===== src/rtl/iq_dispatch_pkg.sv =====
package iq_dispatch_pkg;
  localparam int TAG_W     = 8;
  localparam int UNIT_W    = 2;
  localparam int DEST_W    = 2;
  localparam int NUM_UNITS = 1 << UNIT_W;

  typedef struct packed {
    logic [TAG_W-1:0]  tag;
    logic [UNIT_W-1:0] unit;
    logic [DEST_W-1:0] dests;
  } iqEntry_t;

  // strobes from control to the queue datapath
  typedef struct packed {
    logic [1:0] popCount;
    logic       pushEn;
    logic       clearAll;
  } qCtrl_t;
endpackage


===== src/rtl/iq_dispatch_queue.sv =====
module iq_dispatch_queue import iq_dispatch_pkg::*; #(
  parameter int DEPTH = 6,
  localparam int CNT_W = $clog2(DEPTH + 1)
) (
  input  logic             clk,
  input  logic             rstN,
  input  qCtrl_t           ctrl,
  input  iqEntry_t         pushEntry,
  output iqEntry_t         head0,
  output iqEntry_t         head1,
  output logic [CNT_W-1:0] count
);
  iqEntry_t         slotQ [DEPTH];
  iqEntry_t         slotD [DEPTH];
  logic [CNT_W-1:0] countQ;
  logic [CNT_W-1:0] keptCount;

  assign keptCount = countQ - CNT_W'(ctrl.popCount);

  for (genvar i = 0; i < DEPTH; i++) begin : g_slot
    localparam int SRC1 = (i + 1 < DEPTH) ? i + 1 : i;
    localparam int SRC2 = (i + 2 < DEPTH) ? i + 2 : i;
    always_comb begin
      case (ctrl.popCount)
        2'd1:    slotD[i] = slotQ[SRC1];
        2'd2:    slotD[i] = slotQ[SRC2];
        default: slotD[i] = slotQ[i];
      endcase
      if (ctrl.pushEn && keptCount == CNT_W'(i)) slotD[i] = pushEntry;
    end
  end

  always_ff @(posedge clk or negedge rstN) begin
    if (!rstN) begin
      countQ <= '0;
      for (int i = 0; i < DEPTH; i++) slotQ[i] <= '0;
    end else begin
      countQ <= ctrl.clearAll ? '0 : keptCount + CNT_W'(ctrl.pushEn);
      for (int i = 0; i < DEPTH; i++) slotQ[i] <= slotD[i];
    end
  end

  assign head0 = slotQ[0];
  assign head1 = slotQ[1];
  assign count = countQ;
endmodule


===== src/rtl/iq_dispatch_ctrl.sv =====
module iq_dispatch_ctrl import iq_dispatch_pkg::*; #(
  parameter int DEPTH = 6,
  parameter int REN_W = 4,
  parameter int CQ_W  = 3,
  localparam int CNT_W = $clog2(DEPTH + 1),
  localparam int SUM_W = DEST_W + 1
) (
  input  iqEntry_t             head0,
  input  iqEntry_t             head1,
  input  logic [CNT_W-1:0]     count,
  input  logic [NUM_UNITS-1:0] unitBusy,
  input  logic [REN_W-1:0]     renameFree,
  input  logic [CQ_W-1:0]      cqFree,
  input  logic                 flush,
  input  logic                 pushValid,
  output qCtrl_t               ctrl,
  output logic                 go0,
  output logic                 go1,
  output logic [NUM_UNITS-1:0] dispStrobe,
  output logic [REN_W-1:0]     renameAlloc,
  output logic                 pushAccept
);
  logic [SUM_W-1:0] need0, needBoth;
  logic             have0, have1;
  logic [1:0]       popCount;
  logic [CNT_W-1:0] kept;

  assign need0    = SUM_W'(head0.dests);
  assign needBoth = need0 + SUM_W'(head1.dests);
  assign have0    = count >= CNT_W'(1);
  assign have1    = count >= CNT_W'(2);

  // slot 1 is only considered behind slot 0 (in order), with cumulative resources
  assign go0 = !flush && have0 && !unitBusy[head0.unit]
             && (renameFree >= REN_W'(need0)) && (cqFree >= CQ_W'(1));
  assign go1 = go0 && have1 && (head1.unit != head0.unit) && !unitBusy[head1.unit]
             && (renameFree >= REN_W'(needBoth)) && (cqFree >= CQ_W'(2));

  assign popCount   = 2'(go0) + 2'(go1);
  assign kept       = count - CNT_W'(popCount);
  assign pushAccept = pushValid && !flush && (kept < CNT_W'(DEPTH));

  assign renameAlloc = (go0 ? REN_W'(head0.dests) : '0) + (go1 ? REN_W'(head1.dests) : '0);

  for (genvar u = 0; u < NUM_UNITS; u++) begin : g_strobe
    assign dispStrobe[u] = (go0 && head0.unit == UNIT_W'(u))
                        || (go1 && head1.unit == UNIT_W'(u));
  end

  assign ctrl.popCount = popCount;
  assign ctrl.pushEn   = pushAccept;
  assign ctrl.clearAll = flush;
endmodule


===== src/rtl/iq_dispatch_top.sv =====
module iq_dispatch_top import iq_dispatch_pkg::*; #(
  parameter int DEPTH = 6,
  parameter int REN_W = 4,
  parameter int CQ_W  = 3,
  localparam int CNT_W = $clog2(DEPTH + 1)
) (
  input  logic                 clk,
  input  logic                 rstN,
  input  logic                 flush,
  input  logic                 pushValid,
  input  logic [TAG_W-1:0]     pushTag,
  input  logic [UNIT_W-1:0]    pushUnit,
  input  logic [DEST_W-1:0]    pushDests,
  output logic                 pushAccept,
  input  logic [NUM_UNITS-1:0] unitBusy,
  input  logic [REN_W-1:0]     renameFree,
  input  logic [CQ_W-1:0]      cqFree,
  output logic                 dispGo0,
  output logic [TAG_W-1:0]     dispTag0,
  output logic                 dispGo1,
  output logic [TAG_W-1:0]     dispTag1,
  output logic [NUM_UNITS-1:0] dispStrobe,
  output logic [REN_W-1:0]     renameAlloc,
  output logic [1:0]           cqAlloc,
  output logic [CNT_W-1:0]     queueCount
);
  qCtrl_t   ctrl;
  iqEntry_t head0, head1, pushEntry;

  assign pushEntry = '{tag: pushTag, unit: pushUnit, dests: pushDests};

  iq_dispatch_queue #(.DEPTH(DEPTH)) u_queue (
    .clk(clk), .rstN(rstN), .ctrl(ctrl), .pushEntry(pushEntry),
    .head0(head0), .head1(head1), .count(queueCount)
  );

  iq_dispatch_ctrl #(.DEPTH(DEPTH), .REN_W(REN_W), .CQ_W(CQ_W)) u_ctrl (
    .head0(head0), .head1(head1), .count(queueCount), .unitBusy(unitBusy),
    .renameFree(renameFree), .cqFree(cqFree), .flush(flush), .pushValid(pushValid),
    .ctrl(ctrl), .go0(dispGo0), .go1(dispGo1), .dispStrobe(dispStrobe),
    .renameAlloc(renameAlloc), .pushAccept(pushAccept)
  );

  assign dispTag0 = head0.tag;
  assign dispTag1 = head1.tag;
  assign cqAlloc  = ctrl.popCount;
endmodule


===== config.mk =====
export PLATFORM = sky130hd
export DESIGN_NAME = iq_dispatch_top
export DESIGN_NICKNAME = d
export VERILOG_FILES = /design/src/rtl/iq_dispatch_pkg.sv /design/src/rtl/iq_dispatch_queue.sv /design/src/rtl/iq_dispatch_ctrl.sv /design/src/rtl/iq_dispatch_top.sv
export SDC_FILE = /design/constraint.sdc
export NUM_CORES = 1
export LEC_CHECK = 0
export ABC_AREA = 1
export BUFFER_PORTS_ARGS = -buffer_cell sky130_fd_sc_hd__buf_4
export CAP_MARGIN = 0
export CORE_ASPECT_RATIO = 2
export CORE_MARGIN = 4
export CORE_UTILIZATION = 60
export CTS_BUF_LIST = sky130_fd_sc_hd__clkbuf_8
export DETAILED_ROUTE_END_ITERATION = 7
export PLACE_DENSITY = 0.82
export SLEW_MARGIN = 20
export SYNTH_ARGS = -nofsm -noshare
export SYNTH_HDL_FRONTEND = slang
export SYNTH_SLANG_ARGS = --single-unit
export TNS_END_PERCENT = 30

===== constraint.sdc =====
create_clock -name clk -period 9.1 [get_ports clk]
set_input_delay 0.91 -clock clk [delete_from_list [all_inputs] [get_ports clk]]
set_output_delay 0.91 -clock clk [all_outputs]
set_load 0.01 [all_outputs]

# Yosys cells after proc, flatten, opt, wreduce, memory -nomap -nowiden
# Index checks and enable logic that the tools add are counted.
# word_totals
reg_bits,75
input_bits,27
# classes
add_sub_neg,5
magnitude_cmp,9
eq_ne,14
mux,17
reduce_logical,40
# op_table
operator,n
case mux 12 bit (2 select lines),4
two-way mux 12 bit,6
logical AND 1 bit,25
nonzero test 3 bit,4
== test 2 bit (second input constant),5
== test 2 x 1 -> 1 bit (second input constant),3
== test 3 x 2 -> 1 bit (second input constant),2
== test 3 bit (second input constant),2
>= comparator 3 x 1 -> 1 bit (second input constant),2
>= comparator 3 x 2 -> 1 bit (second input constant),2
< comparator 2 x 3 -> 1 bit (second input constant),2
adder 4 bit,1
binary-select mux 1 bit (select 2 bit),2
>= comparator 4 x 2 -> 1 bit,1
>= comparator 4 x 3 -> 1 bit,1
logical NOT 2 bit,2
logical OR 1 bit,4
two-way mux 2 bit,2
adder 2 x 2 -> 3 bit,1
adder 3 x 1 -> 3 bit,1
== test 3 x 1 -> 1 bit (second input constant),1
logical NOT 1 bit,3
logical NOT 3 bit,1
< comparator 3 bit (second input constant),1
6 further kinds,7

# Depth between registers and ports, before layout
# Gate-level depths: netlist of run 1.
# logic_depth
ltp_word,17
ltp_mapped,24
ltp_nobuf,23

# Cells and area by module
# Synthesis of run 1 repeated with hierarchy kept, for this count alone.
# unflattened
hier_cells,828
hier_area_um2,5470.2
# modules_own_cells
module,instances,cells_each,area_per_inst_um2,seq_area_each_um2
iq_dispatch_queue,1,716,4827.1,1876.8
iq_dispatch_ctrl,1,112,643.1,0.0

# Worst setup path after synthesis of run 1
# OpenSTA, ideal clock, no wires.
# synth_path
kind,flip-flop to output port
start,register u_queue.head0[0] (netlist name)
end,output pushAccept
arrival_ps,3585
slack_ps,4605
path_stages_with_launch,17
n_path_buf,1
path_cell_list,dfrtp_1 ha_1 inv_1 fa_1 ha_1 nand2_1 nor3_1 nor2_1 nor2_2 nand2_2 inv_1 ha_1 clkinv_1 clkbuf_1 fa_1 xnor2_2 o21ai_0
# synth_between
elab_chain_len,12
word_cells_on_any_way,14
classes_between,add/sub (3); order compare (3); reduce/logical (8)
# synth_lines
element,line,source
>= comparator 4 x 2 -> 1 bit,iq_dispatch_ctrl.sv:35,&& (renameFree >= REN_W'(need0)) && (cqFree >= CQ_W'(1));
logical AND 1 bit (2 in a row),iq_dispatch_ctrl.sv:35,
logical AND 1 bit (3 in a row),iq_dispatch_ctrl.sv:36,assign go1 = go0 && have1 && (head1.unit != head0.unit) && !unitBusy[head1.unit]
logical AND 1 bit * (2 in a row),iq_dispatch_ctrl.sv:37,&& (renameFree >= REN_W'(needBoth)) && (cqFree >= CQ_W'(2));
named net dispGo1,iq_dispatch_top.sv:20,"output logic dispGo1,"
adder 1 x 1 -> 2 bit *,iq_dispatch_ctrl.sv:39,assign popCount = 2'(go0) + 2'(go1);
named net cqAlloc[1],iq_dispatch_top.sv:24,"output logic [1:0] cqAlloc,"
subtractor 3 x 2 -> 3 bit *,iq_dispatch_ctrl.sv:40,assign kept = count - CNT_W'(popCount);
< comparator 3 bit *,iq_dispatch_ctrl.sv:41,assign pushAccept = pushValid && !flush && (kept < CNT_W'(DEPTH));
logical AND 1 bit *,iq_dispatch_ctrl.sv:41,
to (decl),iq_dispatch_top.sv:14,"output logic pushAccept,"
# The timed path passes the listed nets; every way through them passes the cells marked *.

# Final worst setup path of run 1
# layout_path
start,register u_queue.head0[0] (netlist name)
end,output pushAccept
# layout_between
elab_chain_len,12
word_cells_on_any_way,14
classes_between,add/sub (3); order compare (3); reduce/logical (8)
# layout_lines
element,line
>= comparator 4 x 2 -> 1 bit,iq_dispatch_ctrl.sv:35
logical AND 1 bit (2 in a row),iq_dispatch_ctrl.sv:35
logical AND 1 bit (3 in a row),iq_dispatch_ctrl.sv:36
logical AND 1 bit (2 in a row),iq_dispatch_ctrl.sv:37
adder 1 x 1 -> 2 bit *,iq_dispatch_ctrl.sv:39
subtractor 3 x 2 -> 3 bit *,iq_dispatch_ctrl.sv:40
< comparator 3 bit *,iq_dispatch_ctrl.sv:41
logical AND 1 bit *,iq_dispatch_ctrl.sv:41
# Mark *: on every way between the ends. The rest lies on a longest branch, timed or not.

==> results.toml, run 1 <==
[cts]
cts_inserted_buffers = 9
clkSinkCount = 75
cts_root_buf = "clkbuf_8"
clk_latency_ns = 0.35
cts_tree = "built"
cts_resized = 0
holdBufCountCts = 0
clk_pin_slew_ns = 0.07
cts_max_level = 3
clock_path_buffers = 2
postCtsSetupRepairBufs = 0

[global_routing]
overflow = 0
grt_max_degree = 89
grt_pass1_wl_mm = 20.4
antenna_found_initial = 0
grt_pass1_vias = 4280
grt_usage_pct = 26.7

[timing]
min_period_ns = 5.09
slew_violations = 0
fin_worst_skew_ns = 0.00871
fin_ws_ns = 4.01
fmax_ghz = 0.196
tns_ns = 0
period_share_pct = 56.0
relSlewSlack_pct = 36.4
whs_ns = 0.526
worst_pin_slew_ns = 0.954
hold_viol = 0
rsz0062_at_grt = "no"
finalSetupViolations = 0

[placement]
io_buffers = 57
pre_cts_slack_ns = 4.34
gp_congestion = 0.843
dpl.hpwl_mm = 8.38
place_area_um2 = 5010

[die]
fp.dieArea_um2 = 9590
die_w_um = 71.3
core_area_um2 = 7710
core.rowCount = 45
die_h_um = 135
start_util_pct = 62.3
num_io_pins = 59

[logic_synthesis]
ys_seq_elements = 75
synth_top_area_share_pct = 39.1
synth.cell_area_um2 = 4800
synth_seq_area_share_pct = 39.1
netlist_instances = 607
synth.net_count = 649
syn_area_per_cell_um2 = 7.91
yosys.area.top_type = "dfrtp_1"
ys_warn_count = 0
synth.distinct_cells = 30
synth_area_leaders = "dfrtp_1, nand2_1, o211ai_1, nand3_1, nor2_1"

[drt]
antenna_left = 0
firstDrtPassIters = 5
vias = 4329
wl_per_cell_um = 16.9
drt-vias-per-instance = 6.00
wl_mm = 12.2
drtIter0Drc = 272
drc = 0

[critical_path]
start_kind = "flop"
cp.required_ns = 8.19
crit_fanout = 15
cp.arrival_ns = 4.18
critPathKind = "flop to output port"
end_kind = "output port"

[final_layout]
final_area_um2 = 5180
diodes = 0
utilization_pct = 67.1
drive_above_1_share_pct = 17.5
fin_nets = 664
area_delta_synth_final_pct = 7.84

[run]
drv_cap = 0

[power]
leakage_nw = 2.41
vdd_drop_max_uv = 144
p_per_area_nw_per_um2 = 278

[hold_path]
hp-class = "flop to flop"

[run_status]
status = "finished, final reports clean"
[report_power, final]
group / switching [W] / leakage (nW) / internal (W)
sequential: 0.000114 / 0.986 / 0.000465
clock: 0.000119 / 0.103 / 0.000110
combinational: 0.000381 / 1.32 / 0.000252
total: 0.000614 / 2.41 / 0.000828
[logic make-up (layout without fill, tap and decap cells)]
family                   Yosys count  in the layout  synth area share, %
other                              1              1               0.0781
XOR/XNOR                           1              1                0.339
AND/OR/NAND/NOR                  268            268                 24.6
AO/OA/AOI/OAI                    136            136                 19.4
buffers and inverters            111            131                 12.0
flip-flops                        75             75                 39.1
adder cells (fa/ha/maj)           15             15                 4.38
[critical path, stage by stage, from the launching register on]
cell	delay, ns
dfrtp_1	0.40
ha_1	0.20
inv_1	0.06
fa_1	0.41
ha_1	0.31
nand2_1	0.05
nor3_1	0.13
nor2_1	0.09
nor2_2	0.20
nand2_2	0.11
ha_2	0.57
ha_1	0.21
inv_1	0.04
fa_1	0.40
xnor2_2	0.20
o21ai_0	0.26
buf_4	0.18
[area by class of cell]
class / count / area, um2
fill: 671 / 2530
multi-input combinational: 421 / 2350
sequential: 75 / 1880
timing repair buffer: 60 / 450
inverter: 55 / 211
clock buffer: 11 / 151
tap: 94 / 118
clock inverter: 5 / 21.3
[routing by layer]
metal,track usage (%),vias up,share of wire (%)
li1,-,2067,-
met1,29.3,2078,36
met2,47.5,145,54
met3,4.02,39,4.6
met4,15.6,0,5.7
met5,0,-,0
[cell usage in the layout, fill, tap and decap left out]
cell,instances
nand2_1,106
nand3_1,75
dfrtp_1,75
nor2_1,67
buf_4,60
o211ai_1,52
inv_1,50
a21oi_1,33
o21ai_0,20
a211oi_1,13
o211ai_2,12
ha_1,11
clkbuf_8,11
o21ai_1,6
nor2_2,5
nand2_4,5
inv_2,4
nand2_2,4
nor3_1,3
fa_1,3
clkinv_1,2
inv_4,2
clkinv_2,2
nor2_4,1
xnor2_2,1
nand3_2,1
nor3_2,1
ha_2,1
conb_1,1
[per-stage QoR]
| stage | cells | total power [W] |
|---|---|---|
| final | 721 | 0.00144 |
| after global routing | 721 | 0.00156 |
| after CTS | 721 | 0.00145 |
| after detailed placement | 705 | 0.00121 |
| after global placement | 705 | 0.00119 |
| after floorplan | 607 | 0.00106 |
[synth_stat cells, drive strengths merged]
library cell  instances
a211oi               13
nor2                 73
clkbuf               10
xnor2                 1
a21oi                33
inv                  53
nor3                  4
nand2               115
nand3                76
dfrtp                75
conb                  1
ha                   12
o21ai                26
buf                  46
fa                    3
clkinv                2
o211ai               64
[final timing paths]
kind | startpoint | to | slack, ns | cells past startpoint
max | u_queue.head0[0] | pushAccept | 4.01 | 16
min | u_queue.slotQ[8] | u_queue.slotQ[8] | 0.53 | 2
max reg2reg | u_queue.head0[0] | u_queue.slotQ[12] | 4.31 | 19
min reg2reg | u_queue.slotQ[8] | u_queue.slotQ[8] | 0.53 | 2
max in group asynchronous | rstN | u_queue.slotQ[29] | 7.77 | 1
min in group asynchronous | rstN | u_queue.head0[8] | 0.71 | 1
[state kept, by name (all words and copies together), names as in the netlist]
signal	cells
u_queue.count	3
u_queue.head0	12
u_queue.head1	12
u_queue.slotQ	48
(Power assumes the default switching activity.)
==> run 2, diff against run 1 <==
--- a/config.mk
+++ b/config.mk
@@ -10,10 +10,10 @@
 export CAP_MARGIN = 0
 export CORE_ASPECT_RATIO = 2
 export CORE_MARGIN = 4
-export CORE_UTILIZATION = 60
+export CORE_UTILIZATION = 55
 export CTS_BUF_LIST = sky130_fd_sc_hd__clkbuf_8
 export DETAILED_ROUTE_END_ITERATION = 7
-export PLACE_DENSITY = 0.82
+export PLACE_DENSITY = 0.79
 export SLEW_MARGIN = 20
 export SYNTH_ARGS = -nofsm -noshare
 export SYNTH_HDL_FRONTEND = slang
==> constraint.sdc (replaced) <==
create_clock -name clk -period 4.3 [get_ports clk]
set_input_delay 0.43 -clock clk [delete_from_list [all_inputs] [get_ports clk]]
set_output_delay 0.43 -clock clk [all_outputs]
set_load 0.01 [all_outputs]
==> run 2 against run 1 <==
Net effect:
- sequential share of layout area fell by 0.64 points
- die area is 8.3% higher
- via count is 1.2% higher
- worst hold slack worse by 0.31 ns
- design area up 1.8%
- clock power is 110% higher
- sequential power up 110%
- worst setup slack worse by 3.8 ns
- combinational power grew 120%
- core utilization is 5.8 points lower
- non-clock buffer count up 5
==> results.toml, run 2 (synthesis results as in run 1) <==
[run_status]
status = "finished, final reports clean"

[timing]
tns_ns = 0
period_share_pct = 95.4
hold_viol = 0
rsz0062_at_grt = "no"
min_period_ns = 4.10
fmax_ghz = 0.244
finalSetupViolations = 0
slew_violations = 0
worst_pin_slew_ns = 0.958
relSlewSlack_pct = 36.1
fin_ws_ns = 0.197
fin_worst_skew_ns = 0.00562

[drt]
drt-vias-per-instance = 5.99
wl_mm = 12.6
wl_per_cell_um = 17.3
antenna_left = 0
drtIter0Drc = 274
vias = 4382
firstDrtPassIters = 5
drc = 0

[placement]
io_buffers = 57
pre_cts_slack_ns = 0.0388
gp_congestion = 0.874
dpl.hpwl_mm = 8.79

[global_routing]
overflow = 0
grt_pass1_vias = 4312
grt_max_degree = 76
grt_pass1_wl_mm = 20.7
grt_usage_pct = 26.0
antenna_found_initial = 0

[cts]
cts_tree = "built"
cts_root_buf = "clkbuf_8"
clock_path_buffers = 2
clk_pin_slew_ns = 0.07
cts_inserted_buffers = 9
clk_latency_ns = 0.36
cts_max_level = 3
clkSinkCount = 75
holdBufCountCts = 0

[die]
core.rowCount = 48
die_w_um = 74.1
start_util_pct = 55.9
core_area_um2 = 8590
fp.dieArea_um2 = 10400
num_io_pins = 59
die_h_um = 140

[critical_path]
critPathKind = "flop to output port"
ff2ff_path_depth = 21
worstSetupStartpoint = "u_queue.head0[0]"
endpoint = "pushAccept"
cp.required_ns = 3.87
end_kind = "output port"
reg2reg_from = "u_queue.head0[0]"
cp.arrival_ns = 3.67
crit_fanout = 4
r2r_end = "u_queue.count[2]"
rrSetupSlack_ns = 0.28
start_kind = "flop"

[final_layout]
diodes = 0
area_delta_synth_final_pct = 9.77
multi_input_area_um2 = 2380
largest_reg_flops = 48
drive_above_1_share_pct = 18.7
largest_register = "u_queue.slotQ"
final_cell_mix = "nand2_1, nand3_1, dfrtp_1, nor2_1, buf_4"
final_common_cell = "nand2_1"
fin_nets = 669
area.sequential_um2 = 1880
fillers = 808

[power]
leakage_nw = 2.44
p_per_area_nw_per_um2 = 590
vdd_drop_max_uv = 358

[hold_path]
hp-class = "input port to asynchronous set/reset pin"

[run]
drv_cap = 0
run 2: power breakdown:
part	total (W)	switching, W	internal (W)
clock	0.000484	0.000251	0.000233
sequential	0.00123	0.000242	0.000985
combinational	0.00140	0.000826	0.000574
run 2: critical path, cell delays in order, from the launching register on:
cell,delay [ns]
dfrtp_1,0.41
ha_1,0.20
inv_1,0.06
fa_1,0.41
ha_1,0.31
nand2_1,0.05
nor3_1,0.14
nor2_1,0.08
nor2_2,0.12
nand2_2,0.11
ha_4,0.30
ha_1,0.14
inv_1,0.05
fa_2,0.55
inv_2,0.07
nand3_4,0.08
o21ai_2,0.07
buf_4,0.15
run 2: per-layer routing:
metal / up-vias / global-route usage (%) / share of wire, %
met4: 0 / 16.4 / 5.7
li1: 2076 / - / -
met3: 52 / 4.02 / 3.4
met5: - / 0 / 0
met2: 136 / 45.9 / 56
met1: 2118 / 27.5 / 35
run 2: what timing repair did:
| action | 4_1_cts | 5_1_grt |
|---|---|---|
| resized for setup | 1 | 6 |
| setup buffers | 1 | 0 |
| setup endpoints to repair | 1 | 8 |
| pin swaps | 1 | 0 |
| cloned | 0 | 0 |
run 2: cell type report:
cell class / count / share of cell area (%)
timing repair buffer: 65 / 9.49
clock buffer: 11 / 2.87
sequential: 75 / 35.6
clock inverter: 5 / 0.404
tap: 100 / 2.37
inverter: 55 / 4.01
multi-input combinational: 421 / 45.2
run 2: per-stage QoR:
stage                     instance area [um2]  std cells  hold slack (ns)  utilization, %  total power (W)
after floorplan                          4800        607            0.134               -          0.00225
after global placement                   5060        715            0.491            58.9          0.00254
after detailed placement                 5060        715            0.508            58.9          0.00260
after CTS                                5240        732            0.227            61.0          0.00310
after global routing                     5270        732            0.232            61.4          0.00336
final                                    5270        732            0.215            61.4          0.00311
run 2: worst min-delay path by stage:
| stage | startpoint | endpoint | depth (start not counted) |
|---|---|---|---|
| after detailed placement | u_queue.slotQ[4] | u_queue.slotQ[4] | 2 |
| after global routing | flush | u_queue.count[0] | 2 |
| final | rstN | u_queue.slotQ[17] | 1 |
| after global placement | u_queue.slotQ[1] | u_queue.slotQ[1] | 2 |
| after CTS | flush | u_queue.count[0] | 2 |
| after floorplan | rstN | u_queue.count[0] | 0 |
